`src/rtl/cfgp_pkg.sv`:
```
package cfgp_pkg;

    typedef enum logic [1:0] {
        ADDR_VOL_L = 2'b00,
        ADDR_CTRL  = 2'b01,
        ADDR_VOL_R = 2'b10,
        ADDR_NONE  = 2'b11
    } cfg_addr_e;

    // field offsets inside the 14-bit payload (word bit minus 2)
    localparam int FLD_DEEMPH = 0;
    localparam int FLD_MODE   = 2;
    localparam int FLD_MUTE   = 4;
    localparam int FLD_SRST   = 5;
    localparam int FLD_WLEN   = 6;
    localparam int FLD_RATE4  = 8;
    localparam int FLD_RATE2  = 9;
    localparam int FLD_USED   = 10;

    typedef struct packed {
        logic [1:0] word_len;
        logic [1:0] ser_mode;
        logic [1:0] deemph;
        logic       mute;
        logic       soft_rst;
        logic       rate4x;
        logic       rate2x;
    } cfg_fields_t;

endpackage

```
`src/rtl/cfgp_sync.sv`:
```
module cfgp_sync #(
    parameter int W      = 3,
    parameter int STAGES = 2
) (
    input  logic         clk,
    input  logic         rst_n,
    input  logic [W-1:0] async_i,
    output logic [W-1:0] lvl_o,
    output logic [W-1:0] rise_o
);
    logic [W-1:0] stg_q [STAGES];
    logic [W-1:0] prev_q;

    always_ff @(posedge clk or negedge rst_n) begin
        if (!rst_n) begin
            for (int k = 0; k < STAGES; k++) stg_q[k] <= '0;
            prev_q <= '0;
        end else begin
            stg_q[0] <= async_i;
            for (int k = 1; k < STAGES; k++) stg_q[k] <= stg_q[k-1];
            prev_q <= stg_q[STAGES-1];
        end
    end

    assign lvl_o  = stg_q[STAGES-1];
    assign rise_o = stg_q[STAGES-1] & ~prev_q;
endmodule

```
`src/rtl/cfgp_fields.sv`:
```
module cfgp_fields
    import cfgp_pkg::*;
#(
    parameter int PAY_W = 14
) (
    input  logic [PAY_W-1:0] ctl_i,
    input  logic [1:0]       pin_mode_i,
    input  logic             pin_mute_i,
    input  logic             pin_rate4_i,
    input  logic             pin_rate2_i,
    input  logic             pin_deemph_i,
    output cfg_fields_t      eff_o
);
    logic unused_hi;
    assign unused_hi = ^ctl_i[PAY_W-1:FLD_USED];

    always_comb begin
        eff_o.word_len = ctl_i[FLD_WLEN +: 2];
        eff_o.ser_mode = ctl_i[FLD_MODE +: 2] | pin_mode_i;
        eff_o.deemph   = pin_deemph_i ? 2'b01 : ctl_i[FLD_DEEMPH +: 2];
        eff_o.mute     = ctl_i[FLD_MUTE]  | pin_mute_i;
        eff_o.soft_rst = ctl_i[FLD_SRST];
        eff_o.rate4x   = ctl_i[FLD_RATE4] | pin_rate4_i;
        eff_o.rate2x   = ctl_i[FLD_RATE2] | pin_rate2_i;
    end
endmodule

```
`src/rtl/cfg_serial_port.sv`:
```
module cfg_serial_port
    import cfgp_pkg::*;
#(
    parameter int WORD_W      = 16,
    parameter int SYNC_STAGES = 2
) (
    input  logic              clk,
    input  logic              rst_n,
    input  logic              ser_clk_i,
    input  logic              ser_dat_i,
    input  logic              ser_lat_i,
    input  logic [1:0]        pin_mode_i,
    input  logic              pin_mute_i,
    input  logic              pin_rate4_i,
    input  logic              pin_rate2_i,
    input  logic              pin_deemph_i,
    output logic [WORD_W-3:0] vol_left_o,
    output logic [WORD_W-3:0] vol_right_o,
    output logic [WORD_W-3:0] ctrl_word_o,
    output logic [1:0]        word_len_o,
    output logic [1:0]        ser_mode_o,
    output logic [1:0]        deemph_o,
    output logic              mute_o,
    output logic              soft_reset_o,
    output logic              rate4x_o,
    output logic              rate2x_o
);
    localparam int ADDR_W = 2;
    localparam int PAY_W  = WORD_W - ADDR_W;
    localparam logic [PAY_W-1:0] VOL_RST = {PAY_W{1'b1}};

    typedef struct packed {
        logic [WORD_W-1:0] shreg;
        logic [PAY_W-1:0]  vol_l;
        logic [PAY_W-1:0]  vol_r;
        logic [PAY_W-1:0]  ctl;
    } state_t;

    state_t st_d, st_q;

    logic [2:0] sync_lvl, sync_rise;
    logic       clk_rise, lat_rise, dat_lvl;
    logic       unused_sync;

    cfgp_sync #(.W(3), .STAGES(SYNC_STAGES)) u_sync (
        .clk    (clk),
        .rst_n  (rst_n),
        .async_i({ser_lat_i, ser_dat_i, ser_clk_i}),
        .lvl_o  (sync_lvl),
        .rise_o (sync_rise)
    );

    assign clk_rise    = sync_rise[0];
    assign dat_lvl     = sync_lvl[1];
    assign lat_rise    = sync_rise[2];
    assign unused_sync = ^{sync_lvl[2], sync_lvl[0], sync_rise[1]};

    always_comb begin
        st_d = st_q;
        if (clk_rise) begin
            st_d.shreg = {st_q.shreg[WORD_W-2:0], dat_lvl};
        end
        if (lat_rise) begin
            case (cfg_addr_e'(st_q.shreg[ADDR_W-1:0]))
                ADDR_VOL_L: st_d.vol_l = st_q.shreg[WORD_W-1:ADDR_W];
                ADDR_VOL_R: st_d.vol_r = st_q.shreg[WORD_W-1:ADDR_W];
                ADDR_CTRL:  st_d.ctl   = st_q.shreg[WORD_W-1:ADDR_W];
                default:    ;
            endcase
        end
    end

    always_ff @(posedge clk or negedge rst_n) begin
        if (!rst_n) begin
            st_q.shreg <= '0;
            st_q.vol_l <= VOL_RST;
            st_q.vol_r <= VOL_RST;
            st_q.ctl   <= '0;
        end else begin
            st_q <= st_d;
        end
    end

    cfg_fields_t eff;

    cfgp_fields #(.PAY_W(PAY_W)) u_fields (
        .ctl_i       (st_q.ctl),
        .pin_mode_i  (pin_mode_i),
        .pin_mute_i  (pin_mute_i),
        .pin_rate4_i (pin_rate4_i),
        .pin_rate2_i (pin_rate2_i),
        .pin_deemph_i(pin_deemph_i),
        .eff_o       (eff)
    );

    assign vol_left_o   = st_q.vol_l;
    assign vol_right_o  = st_q.vol_r;
    assign ctrl_word_o  = st_q.ctl;
    assign word_len_o   = eff.word_len;
    assign ser_mode_o   = eff.ser_mode;
    assign deemph_o     = eff.deemph;
    assign mute_o       = eff.mute;
    assign soft_reset_o = eff.soft_rst;
    assign rate4x_o     = eff.rate4x;
    assign rate2x_o     = eff.rate2x;
endmodule

```
`config.mk`:
```
export PLATFORM = sky130hd
export DESIGN_NAME = cfg_serial_port
export DESIGN_NICKNAME = d
export VERILOG_FILES = /design/src/rtl/cfgp_pkg.sv /design/src/rtl/cfgp_sync.sv /design/src/rtl/cfgp_fields.sv /design/src/rtl/cfg_serial_port.sv
export SDC_FILE = /design/constraint.sdc
export NUM_CORES = 1
export LEC_CHECK = 0
export BUFFER_PORTS_ARGS = -buffer_cell sky130_fd_sc_hd__clkbuf_2
export CAP_MARGIN = 20
export CELL_PAD_IN_SITES_DETAIL_PLACEMENT = 0
export CELL_PAD_IN_SITES_GLOBAL_PLACEMENT = 1
export CORE_UTILIZATION = 40
export CTS_CLUSTER_DIAMETER = 50
export CTS_CLUSTER_SIZE = 12
export DETAILED_ROUTE_END_ITERATION = 7
export GPL_ROUTABILITY_DRIVEN = 0
export PLACE_DENSITY_LB_ADDON = 0.1
export SLEW_MARGIN = 20
export SYNTH_ARGS = -nofsm -noshare
export SYNTH_HDL_FRONTEND = slang
export SYNTH_HIERARCHICAL = 1
export SYNTH_SLANG_ARGS = --single-unit
```
`constraint.sdc`:
```
create_clock -name clk -period 1.45 [get_ports clk]
set_input_delay 0.2175 -clock clk [delete_from_list [all_inputs] [get_ports clk]]
set_output_delay 0.2175 -clock clk [all_outputs]
set_load 0.02 [all_outputs]
```
* Word-level counts from Yosys, hierarchy flattened
Cells that the tools add are included.
Widths: inputs -> output; s select.
** Storage, ports and cells
- Input port bits :: 11
- Bits in writable memories :: 0
- Output and inout bits :: 52
- Bits in latches :: 0
- Flip-flop bits (word level) :: 67
- Word-level logic and storage cells :: 20
- Memory bits (read-only) :: 0
- Memories :: 0
** Cells by class
- Reduce and logical (&&, ||, !) cells :: 4
- Multiply operators :: 0
- Mux-type cells :: 1
- Add/sub/neg operators :: 0
- Bitwise operators :: 6
- Div/mod/pow operators :: 0
- Shift-type cells :: 0
- $lt $le $gt $ge :: 0
- Equal/unequal tests :: 2
** Operators by type and width (count)
- $reduce_and 2->1 :: 3
- $and 3x3->3 :: 1
- $not 3->3 :: 1
- $or 1x1->1 :: 3
- $eq 2x1->1 const B :: 1
- $eq 2x2->1 const B :: 1
- $logic_not 2->1 :: 1
- $mux 2 :: 1
- $or 2x2->2 :: 1

* Depth between registers and ports, before layout
Gate-level depths: netlist of run 1.
- Depth after elaboration :: 3
- Depth in mapped cells :: 4
- Depth with buffers taken out :: 3

* By module
Netlist of run 1, hierarchy kept.
** By module, submodules not included
- cfg_serial_port :: area each 2514.9 um^2, sequential area each 1486.4 um^2, instances 1, cells an instance 166
- cfgp_sync :: area each 289.0 um^2, sequential area each 225.2 um^2, instances 1, cells an instance 15
- cfgp_fields :: area each 68.8 um^2, sequential area each 0.0 um^2, instances 1, cells an instance 10

* Worst setup path before layout of run 1
No wires, ideal clock.
- Kind :: register to register
- From :: register u_sync.prev_q[2]
- To :: register st_q, in the netlist vol_left_o[10]
- Path buffers :: 1
- Arrival :: 1.345 ns
- Library setup time :: 0.082 ns
- Required time :: 1.368 ns
- Slack :: 0.023 ns
- Clock period less this slack :: 1.427 ns
- Cell stages (with the launch flop) :: 5
- Path through :: dfrtp_1 -> nor2b_4 -> nor3b_2 -> buf_4 -> mux2_2
** On the way
- Cells in the longest elaborated chain, start to end :: 3
** Ends and longest elaborated chain
- start, declared :: line cfgp_sync.sv:12 : logic [W-1:0] prev_q;
- start signal, assigned :: line cfgp_sync.sv:21 : prev_q <= stg_q[STAGES-1];
- $not 3->3 :: line cfgp_sync.sv:26 : assign rise_o = stg_q[STAGES-1] & ~prev_q;
- $and 3x3->3 :: line cfgp_sync.sv:26
- named net sync_rise[2] :: line cfg_serial_port.sv:41 : logic [2:0] sync_lvl, sync_rise;
- $reduce_and 2->1 (no source line)
- end signal, assigned :: line cfg_serial_port.sv:80 : st_q <= st_d;
- end, declared :: line cfg_serial_port.sv:39 : state_t st_d, st_q;
The timed path passes the listed nets, and every way through them passes these cells.
A chain may end at the register's enable or synchronous reset.

* Worst setup path after layout of run 1
- From :: register u_sync.prev_q[2]
- To :: register st_q, in the netlist vol_left_o[0]
Same word-level chain as after synthesis.

==> key figures, run 1 <==
Outcome
  – Status: completed

Yosys
  – Syn nets: 198
  – Cell Area, Synth: 2820 sq um
  – Post-Synthesis Cells: 187
  – YS warnings: 6
  – Syn_area_per_cell: 15.1 sq um

Cells and area
  – Antenna diode count: 0
  – Post-layout instance count excluding filler cells: 323
  – Nets: 233
  – Share of layout cells above drive strength 1: 0.771
  – Synth-to-layout area growth: 13.5%

Worst setup path
  – Slowest cell on crit path: dfrtp_1
  – Crit start category: flip-flop
  – Worst R2R Path Depth: 4
  – WP depth: 4
  – CP required: 1.71 ns
  – Crit-path max cell delay: 0.39 ns
  – Largest delay share family, worst path: flip-flops
  – Worst r2r src: u_sync/prev_q[2]
  – Setup CP Type: flip-flop to flip-flop
  – CP startpoint: u_sync/prev_q[2]
  – Worst-path cell chain: nor2b_4, nor3b_2, buf_4, mux2_2
  – WP data arrival: 1.59 ns
  – Crit. End Element: flip-flop
  – Crit-path max FO: 8
  – CP bufs+invs: 1

Clock network
  – Total clock buffers created by CTS: 9
  – Clock sink count: 66
  – Clock root buffer master: clkbuf_8
  – TritonCTS clock tree: built
  – Clk_lat worst skew: 0.33 ns
  – Clk slew on worst S/H paths: 0.07 ns
  – H-tree Lvls: 3
  – CTS max path bufs: 2

Pwr
  – Pleak: 1.52 nW
  – Worst vdd ir: 0.889 mV
  – Sw frac: 0.333
  – Logic pwr share: 0.304
  – P_sw: 2.28 mW
  – PwrDens: 2140 nW/um^2
  – Sequential power share: 0.468
  – Internal Power: 4.58 mW
  – Clock share of power: 0.229

Place
  – DP Cell Count: 303
  – DPL Wire Length: 3.16 mm
  – Port bufs: 62

Timing
  – Slew Limit Fails: 0
  – Slew margin rel.: 0.770
  – Setup Viol. Count Final: 0
  – Highest clock rate: 0.754 GHz
  – Setup TNS: 0 ns
  – Skew final: 0.00324 ns
  – RSZ-0062 raised after global routing: no
  – Worst slew pin tran: 0.345 ns
  – Final hold vios: 0
  – Final worst-path cycle share: 0.915
  – Minimum clock period: 1.33 ns

Drt
  – Mean routed wirelength per cell: 14.4 um
  – 1st-iter DRT viols: 57
  – DRT antenna net count: 0
  – Vias per Instance: 4.39
  – Routed vias: 1418
  – Drt total wl: 4.65 mm
  – # DRC: 0
  – Drt pass-1 iters: 4

Worst hold path
  – Hold Startpoint: u_sync/stg_q[3]
  – Worst hold path type: flip-flop to flip-flop
  – WHS Path Cells: 0

GRT
  – Number of global-route vias before repair: 1469
  – Largest net degree at the start of global routing: 67
  – GR peak layer: met2
  – Initial antenna violation count: 0
  – Global-route wire length before repair: 7.67 mm
  – GR Overflow Total: 0
  – Met2 Track Usage GR: 0.225
  – GRT Resource Usage Total: 0.143
  – Met3 Track Usage GR: 0.0616
  – Met1 Usage GRT: 0.179

Flow run
  – Total of max-cap violations: 0

Die
  – Chip height: 86.0 um
  – Die area: 7390 sq um
  – Core Region: 6790 sq um
  – Die X: 86.0 um
  – # IOs: 63
  – Num rows: 30
  – Initial Util: 0.415
## per-layer routing
layer	vias up	part of all wire
met3	7	0.055
met5	-	0
met2	40	0.49
met1	719	0.44
li1	652	-
met4	0	0.0067
## final timing paths
check                             endpoint  slack (ns)
hold / removal             u_sync/lvl_o[0]        0.35
hold reg to reg            u_sync/lvl_o[0]        0.35
max in group asynchronous   vol_right_o[1]        0.71
setup / recovery             vol_left_o[0]        0.12
setup reg to reg             vol_left_o[0]        0.12
min in group asynchronous  u_sync/stg_q[5]        0.40
## per-stage QoR
stage           util  instance area, sq um  total power, mW  hold slack (ns)  setup slack (ns)
6_report       0.471                  3200             6.86            0.350             0.123
5_1_grt        0.471                  3200             7.29            0.375            0.0631
4_1_cts        0.471                  3200             6.97            0.354             0.117
3_5_place_dp   0.434                  2950             5.36            0.258             0.127
3_3_place_gp   0.434                  2950             5.28            0.251             0.145
2_1_floorplan      -                  2820             5.19          -0.0781            0.0233
## cell type report
cell class	count	area [sq um]
Sequential cell	66	1690
Multi-Input combinational cell	70	754
Timing Repair Buffer	75	430
Tap cell	96	120
Clock buffer	14	173
Clock inverter	2	35.0
Fill cell	612	3590
## layout by cell type, fill, tap and decap left out, types with 2 or more instances in the layout
cell type	instances
clkbuf_2	61
mux2_2	58
dfrtp_1	38
dfstp_2	28
clkbuf_8	12
buf_4	8
or2_1	6
dlygate4sd3_1	4
nand3b_1	2
clkbuf_1	2
nor2b_4	2
## power by group through the flow
stage               Sequential, mW  Clock (mW)  Combinational, mW
global route                  3.33        1.72               2.23
floorplan                     3.05           0               2.14
global placement              3.21           0               2.07
finish                        3.21        1.57               2.08
detailed placement            3.25           0               2.11
CTS                           3.23        1.62               2.12
## worst reg2reg max path, stage by stage, from the launching register on
cell	delay, ns
dfrtp_1	0.39
nor2b_4	0.12
nor3b_2	0.19
buf_4	0.20
mux2_2	0.35
## sequential cells by signal, summed over array words and instances (netlist names)
signal         flops
st_q              16
ctrl_word_o       14
vol_left_o        14
vol_right_o       14
u_sync/lvl_o       3
u_sync/stg_q       3
u_sync/prev_q      2
## timing repair
item / CTS / global route
resized for setup: 0 / 0
endpoints found under the hold margin: 41 / 0
hold buffers: 4 / 0
setup buffers: 0 / 0
No activity file was read; power rests on OpenSTA's default activity.
==> run 2: changes to the inputs <==
ABC_AREA = 1   (was default)
CORE_UTILIZATION = 37   (was 40)
REMOVE_ABC_BUFFERS = 1   (was default)
==> key figures, run 2 <==
Timing
  – Minimum clock period: 1.25 ns
  – Slew margin rel.: 0.751
  – Setup Viol. Count Final: 0
  – Highest clock rate: 0.798 GHz
  – Slew Limit Fails: 0
  – RSZ-0062 raised after global routing: no
  – Worst slew pin tran: 0.373 ns
  – Final hold vios: 0
  – Final worst-path cycle share: 0.864
  – Skew final: 0.00602 ns

Drt
  – 1st-iter DRT viols: 76
  – # DRC: 0
  – Vias per Instance: 4.55
  – Routed vias: 2072
  – Drt pass-1 iters: 4
  – Mean routed wirelength per cell: 13.1 um
  – DRT antenna net count: 0
  – Drt total wl: 5.97 mm

Worst setup path
  – WP data arrival: 1.04 ns
  – Worst-path cell chain: clkbuf_2
  – Setup CP Type: flip-flop to primary output
  – Crit start category: flip-flop
  – CP bufs+invs: 1
  – Crit-path max cell delay: 0.54 ns
  – Largest delay share family, worst path: flip-flops
  – CP required: 1.23 ns
  – Crit-path max FO: 2
  – Slowest cell on crit path: dfstp_2
  – Crit. End Element: primary output

Cells and area
  – Final Cell Area: 3360 sq um
  – Largest reg by FF count: st_q
  – Nets: 359
  – Antenna diode count: 0
  – Most frequent cells in the layout: 99 x nand2_1, 62 x clkbuf_2, 38 x dfrtp_1
  – Synth-to-layout area growth: 10.5%
  – Fillers: 816
  – Area used by multi-input combinational logic: 791 sq um
  – Post-layout instance count excluding filler cells: 455
  – FF+latch area: 1690 sq um
  – Commonest non-fill, non-tap cell in the layout: nand2_1
  – Share of layout cells above drive strength 1: 0.348
  – Max reg flops: 16

Pwr
  – PwrDens: 2010 nW/um^2
  – Worst vdd ir: 0.664 mV
  – Pleak: 1.74 nW

Yosys
  – YS warnings: 6
  – Post-Synthesis Cells: 325
  – Cell Area, Synth: 3040 sq um
  – Syn_area_per_cell: 9.34 sq um

Clock network
  – H-tree Lvls: 3
  – Clock root buffer master: clkbuf_8
  – Clk slew on worst S/H paths: 0.07 ns
  – Clock sink count: 66
  – Total clock buffers created by CTS: 9
  – Clk_lat worst skew: 0.33 ns
  – Post-CTS sizing: 0
  – TritonCTS clock tree: built
  – CTS max path bufs: 2

Outcome
  – Status: completed

Die
  – Die area: 8570 sq um
  – Initial Util: 0.387
  – Die X: 92.6 um
  – Core Region: 7850 sq um
  – Num rows: 32
  – Chip height: 92.6 um
  – # IOs: 63

Worst hold path
  – Worst hold path type: flip-flop to flip-flop

GRT
  – Largest net degree at the start of global routing: 67
  – GR Overflow Total: 0
  – Number of global-route vias before repair: 1914
  – Initial antenna violation count: 0
  – GRT Resource Usage Total: 0.152
  – Global-route wire length before repair: 9.94 mm

Place
  – Port bufs: 62
  – DPL Wire Length: 3.94 mm
  – Placed Area: 3100 sq um
  – DP Cell Count: 435

Flow run
  – Total of max-cap violations: 0
[run 2: final cells by class]
type,instances,area share
sequential,66,0.502
multi-input combinational,171,0.236
timing repair buffer,76,0.130
clock buffer,11,0.0421
tap,102,0.0380
inverter,24,0.0283
clock inverter,5,0.0231
[run 2: per-stage QoR]
stage                util  hold slack (ns)  power [mW]  setup TNS [ns]  worst slack [ns]
global route        0.428            0.358        7.15               0            0.0643
finish              0.428            0.348        6.75               0             0.197
global placement    0.395            0.266        5.08               0             0.210
CTS                 0.428            0.352        6.84               0             0.175
floorplan               -          -0.0781        4.28          -18.23            -0.527
detailed placement  0.395            0.269        5.11               0             0.193
[run 2: worst paths after layout]
path / from / endpoint / slack (ns) / depth (start not counted)
setup / recovery: vol_right_o[8] / vol_right_o[8] / 0.20 / 1
hold / removal: u_sync/stg_q[4] / u_sync/lvl_o[1] / 0.35 / 0
setup reg to reg: st_q[42] / ctrl_word_o[6] / 0.20 / 3
hold reg to reg: u_sync/stg_q[4] / u_sync/lvl_o[1] / 0.35 / 0
max in group asynchronous: rst_n / vol_right_o[12] / 0.69 / 3
min in group asynchronous: rst_n / u_sync/stg_q[5] / 0.43 / 3
[run 2: timing repair]
action	CTS	global route
setup buffers	0	0
hold buffers	4	0
endpoints found under the hold margin	41	0
[run 2: where the power goes]
part,leakage [nW],switching (mW),internal [mW],total (mW)
logic,0.879,1.35,0.658,2.00
registers,0.754,0.430,2.61,3.04
clock network,0.109,0.690,1.01,1.70
[run 2: metal layers]
metal,track usage,vias to the layer above,part of all wire,routed length [um]
met5,0,-,0,0
met4,0.0781,0,0.015,90
met3,0.0246,8,0.047,278
met2,0.209,58,0.42,2520
met1,0.230,962,0.52,3080
li1,-,1044,-,-
